==> config.mk <==
export PLATFORM = sky130hd
export DESIGN_NAME = bus_matrix_arbiter
export DESIGN_NICKNAME = d
export VERILOG_FILES = /design/src/rtl/bus_matrix_arbiter.sv
export SDC_FILE = /design/constraint.sdc
export NUM_CORES = 1
export LEC_CHECK = 0
export BUFFER_PORTS_ARGS = -buffer_cell sky130_fd_sc_hd__buf_2
export CORE_AREA = 2 2 82 84
export CTS_BUF_LIST = sky130_fd_sc_hd__clkbuf_8 sky130_fd_sc_hd__clkbuf_16
export DETAILED_ROUTE_END_ITERATION = 8
export DIE_AREA = 0 0 84 86
export PLACE_DENSITY_LB_ADDON = 0.08
export SLEW_MARGIN = 5
export SYNTH_ARGS = -nofsm -noshare
export SYNTH_HDL_FRONTEND = slang
export SYNTH_SLANG_ARGS = --single-unit
==> constraint.sdc <==
create_clock -name clk -period 4.79 [get_ports clk]
set_input_delay 0.2395 -clock clk [delete_from_list [all_inputs] [get_ports clk]]
set_output_delay 0.2395 -clock clk [all_outputs]
set_load 0.05 [all_outputs]
==> src/rtl/bus_matrix_arbiter.sv <==
module bus_matrix_arbiter #(
  parameter int NM = 5,
  parameter int NS = 6,
  parameter int AW = 32,
  parameter int SW = 3,
  parameter int IW = 3,
  // rank r of slave s at [(s*NM+r)*IW +: IW]; all ones = empty slot
  parameter logic [NS*NM*IW-1:0] PRIO = {
    3'd7, 3'd7, 3'd2, 3'd1, 3'd0,
    3'd7, 3'd7, 3'd2, 3'd1, 3'd0,
    3'd2, 3'd1, 3'd4, 3'd3, 3'd0,
    3'd4, 3'd3, 3'd2, 3'd1, 3'd0,
    3'd7, 3'd7, 3'd2, 3'd1, 3'd0,
    3'd7, 3'd7, 3'd2, 3'd1, 3'd0},
  parameter logic [NS*SW-1:0] MAP = {3'd5, 3'd4, 3'd3, 3'd2, 3'd1, 3'd0}
) (
  input  logic             clk,
  input  logic             rst_n,
  input  logic [NM-1:0]    m_req,
  input  logic [NM*AW-1:0] m_addr,
  input  logic [NS-1:0]    s_ready,
  output logic [NS*NM-1:0] s_gnt,
  output logic [NM-1:0]    m_ready,
  output logic [NM-1:0]    m_err
);
  localparam logic [IW-1:0] NONE = '1;

  logic [NM-1:0] conn [NS];
  logic [NM-1:0] want [NS];
  logic [NM-1:0] gnt  [NS];
  logic [NS-1:0] col  [NM];
  logic [IW-1:0] pick [NS];
  logic [IW-1:0] own_id [NS];
  logic [NS-1:0] own_v;
  logic [NM-1:0] bad;

  always_comb begin
    for (int s = 0; s < NS; s++) begin
      conn[s] = '0;
      want[s] = '0;
      for (int r = 0; r < NM; r++) begin
        logic [IW-1:0] e;
        e = PRIO[(s*NM+r)*IW +: IW];
        if (e != NONE && int'(e) < NM) conn[s][e] = 1'b1;
      end
      for (int m = 0; m < NM; m++)
        want[s][m] = m_req[m] && conn[s][m] &&
                     (m_addr[m*AW+AW-SW +: SW] == MAP[s*SW +: SW]);
    end
  end

  always_comb begin
    for (int m = 0; m < NM; m++) begin
      logic ok;
      ok = 1'b0;
      for (int s = 0; s < NS; s++) ok = ok | want[s][m];
      bad[m] = m_req[m] & ~ok;
    end
  end

  always_comb begin
    for (int s = 0; s < NS; s++) begin
      pick[s] = NONE;
      for (int r = NM-1; r >= 0; r--) begin
        logic [IW-1:0] e;
        e = PRIO[(s*NM+r)*IW +: IW];
        if (e != NONE && int'(e) < NM && want[s][e]) pick[s] = e;
      end
      if (own_v[s]) pick[s] = own_id[s];
      gnt[s] = '0;
      if (pick[s] != NONE && int'(pick[s]) < NM) gnt[s][pick[s]] = 1'b1;
    end
  end

  always_comb begin
    for (int m = 0; m < NM; m++) begin
      m_ready[m] = bad[m];
      for (int s = 0; s < NS; s++) begin
        col[m][s] = gnt[s][m];
        m_ready[m] = m_ready[m] | (gnt[s][m] & s_ready[s]);
      end
    end
  end

  assign m_err = bad;

  for (genvar s = 0; s < NS; s++) begin : g_slv
    assign s_gnt[s*NM +: NM] = gnt[s];

    always_ff @(posedge clk or negedge rst_n) begin
      if (!rst_n) begin
        own_v[s]  <= 1'b0;
        own_id[s] <= NONE;
      end else if (s_ready[s]) begin
        own_v[s]  <= 1'b0;
      end else if (pick[s] != NONE) begin
        own_v[s]  <= 1'b1;
        own_id[s] <= pick[s];
      end
    end


    gnt_onehot_chk: assert property (@(posedge clk) disable iff (!rst_n)
      $onehot0(s_gnt[s*NM +: NM]));

    gnt_hold_chk: assert property (@(posedge clk) disable iff (!rst_n)
      (|s_gnt[s*NM +: NM] && !s_ready[s]) |=> (s_gnt[s*NM +: NM] == $past(s_gnt[s*NM +: NM])));
  end

  for (genvar m = 0; m < NM; m++) begin : g_mst

    one_slave_chk: assert property (@(posedge clk) disable iff (!rst_n)
      $onehot0(col[m]));

    err_no_gnt_chk: assert property (@(posedge clk) disable iff (!rst_n)
      m_err[m] |-> (col[m] == '0));

    err_ready_chk: assert property (@(posedge clk) disable iff (!rst_n)
      m_err[m] |-> m_ready[m]);
  end
endmodule

==> flow_metrics.py <==
metrics = {
    "global_routing": {
        "grt_first_pass_wirelength_um": 11400,
        "grt_pass1_vias": 2185,
        "globalRouteOverflowTotal": 0,
        "antenna_found_initial": 0,
        "grt_usage": 0.197,
        "grt_max_degree": 25,
    },
    "route": {
        "viasPerCell": 5.82,
        "vias": 2382,
        "firstDrtPassIters": 4,
        "routed_wl_um": 7060,
        "drtIter0Drc": 171,
        "ant_nets": 0,
        "wl_per_cell_um": 17.3,
        "drc": 0,
    },
    "placed_design": {
        "dp_hpwl_um": 5610,
        "pre_cts_slack_ns": 2.13,
        "place_inst": 404,
        "port_buffers": 67,
        "gp_congestion": 0.839,
    },
    "clock_network": {
        "cts_buffer_depth": 2,
        "cts_sinks": 24,
        "cts_hold_buf": 1,
        "h-tree-depth": 1,
        "clock_latency_ns": 0.27,
        "post-cts-setup-buffers": 0,
        "clock-root-buffer": "clkbuf_8",
        "cts_made_buffers": 3,
        "cts_resized": 0,
        "cts_tree": "built",
        "clk_pin_slew_ns": 0.09,
    },
    "worst_setup_path": {
        "crit_type": "in2out",
        "rrSetupSlack_ns": 3.00,
        "cp_max_fo": 8,
        "crit_end": "m_ready[1]",
        "reg2reg_depth": 4,
        "cp-start-kind": "primary input",
        "endpoint_kind": "output pin",
        "r2r-start": "own_v[2]",
        "cp.arrival_ns": 2.44,
        "cp-startpoint": "m_addr[29]",
        "r2r_end": "own_id[11]",
        "worst_ep_required_time_ns": 4.55,
    },
    "cells_and_area": {
        "layout-drive-gt1-share": 0.316,
        "nets": 506,
        "finalNonFillerCells": 409,
        "synthToLayoutAreaGrowth_pct": 21.1,
        "diodes": 0,
        "n_fill_cell": 685,
    },
    "logic_synthesis": {
        "ys_seq_area_frac": 0.285,
        "synth.net_count": 444,
        "synth_top_cell_area_share": 0.217,
        "yosysWarnings": 0,
        "netlist_top_cells_count": "26 x nand2_1, 25 x nor2_1, 23 x o21ai_0",
        "synth_cell_types": 55,
        "yosys_most_used_dff": "dfstp_2",
        "syn_avg_cell_area_um2": 8.06,
        "async_reset_ff_frac": 1.00,
        "synth_area_leaders": "dfstp_2 22%, dfrtp_1 6.9%, o21ai_0 5.3%",
        "synthCells": 271,
        "synth-edff-count": 0,
        "synth_seq_cells": 24,
        "synth_top_cell_by_area": "dfstp_2",
        "synth_most_common_cell": "nand2_1",
        "syn_area_mm2": 0.00218,
    },
    "timing": {
        "clock_skew_ns": 0.00206,
        "finalCritPeriodShare": 0.560,
        "setup_tns_ns": 0,
        "slew_headroom": 0.423,
        "rsz0062_at_grt": "false",
        "tightest_slew_ns": 0.854,
        "setup_viol": 0,
        "hold_viol_final": 0,
        "layout_min_cycle_time_ns": 2.68,
        "drv_slew": 0,
        "fmax_mhz": 373,
        "setup_slack_ns": 2.11,
    },
    "min_path": {
        "hp-class": "in2reg",
        "min_path_cells": 2,
    },
    "pwr": {
        "ir_drop_uv": 184,
        "p_leak_uw": 0.00116,
        "pwr_density_cell_mw_per_mm2": 339,
    },
    "run": {
        "maxCapViolCount": 0,
    },
    "die": {
        "die-area_mm2": 0.00722,
        "io_pins": 213,
        "fp.dieH_um": 86,
        "core_area_mm2": 0.00628,
        "rows": 29,
        "die_w_um": 84,
        "start_util": 0.348,
    },
    "run_status": {
        "outcome": "completed",
    },
}
[worst max-delay path, cell delays in order]
cell and delay, ns:
buf_2 0.14, nor4b_1 0.76, o32ai_1 0.24, a22o_1 0.30, a311oi_1 0.36, nand4_1 0.15, buf_2 0.24
[routing by layer]
layer / vias to the layer above / wire length [um] / GRT usage
li1: 1184 / - / -
met1: 1122 / 3720 / 0.309
met2: 74 / 2950 / 0.289
met3: 2 / 355 / 0.0250
met4: 0 / 29 / 0.0396
met5: - / 0 / 0
[report_power, final]
| part | internal (uW) | switching (uW) |
|---|---|---|
| clock network | 73.5 | 73.0 |
| registers | 274 | 58.4 |
| logic | 136 | 281 |
[per-stage QoR]
step	util	instance area [um^2]	hold slack (ns)	power [uW]
final	0.421	2650	0.235	896
after global routing	0.421	2650	0.255	956
after CTS	0.421	2650	0.233	904
after detailed placement	0.411	2580	0.279	750
after global placement	0.411	2580	0.279	749
after floorplan	-	2180	-0.0561	633
[final cells by class]
type	count	area [um^2]	share of cell area
timing repair buffer	70	360	0.136
sequential	24	623	0.236
multi-input combinational	226	1480	0.560
tap	77	96.3	0.0364
inverter	8	30.0	0.0114
clock buffer	4	55.1	0.0208
[cell usage in the layout (no fill, tap or decap), drive strengths merged, types with 5 or more instances in the layout]
cell type  synthesis  layout
o22a              12      12
dfrtp              6       6
nand2             26      26
and3               6       6
nor3b              5       5
inv                8       8
a21oi             21      21
o211ai             5       5
o31ai              5       5
o21ai             24      24
nor2b              5       5
nor2              25      25
nor3               5       5
a22oi              5       5
dfstp             18      18
buf                3      69
or2                6       6
nor4bb             9       9
nand4b             9       9
[sequential cells by signal (all words and copies together) (netlist names)]
name / cells
own_v: 6
own_id: 18
[cell families (layout without fill, tap and decap cells)]
family / Yosys count / after routing / synth area share
and+or+nand+nor: 132 / 132 / 0.379
AOI/OAI and AO/OA: 94 / 94 / 0.299
DFF: 24 / 24 / 0.285
buffers and inverters: 21 / 82 / 0.0367
[how the worst min path moves through the flow]
stage	from	to	slack [ns]
3_3_place_gp	rst_n	own_v[2]	0.28
6_report	s_ready[2]	own_v[2]	0.24
2_1_floorplan	rst_n	own_v[0]	-0.06
5_1_grt	s_ready[2]	own_v[2]	0.25
4_1_cts	s_ready[2]	own_v[2]	0.23
3_5_place_dp	rst_n	own_v[2]	0.28
Power figures use the tool's default switching activity.
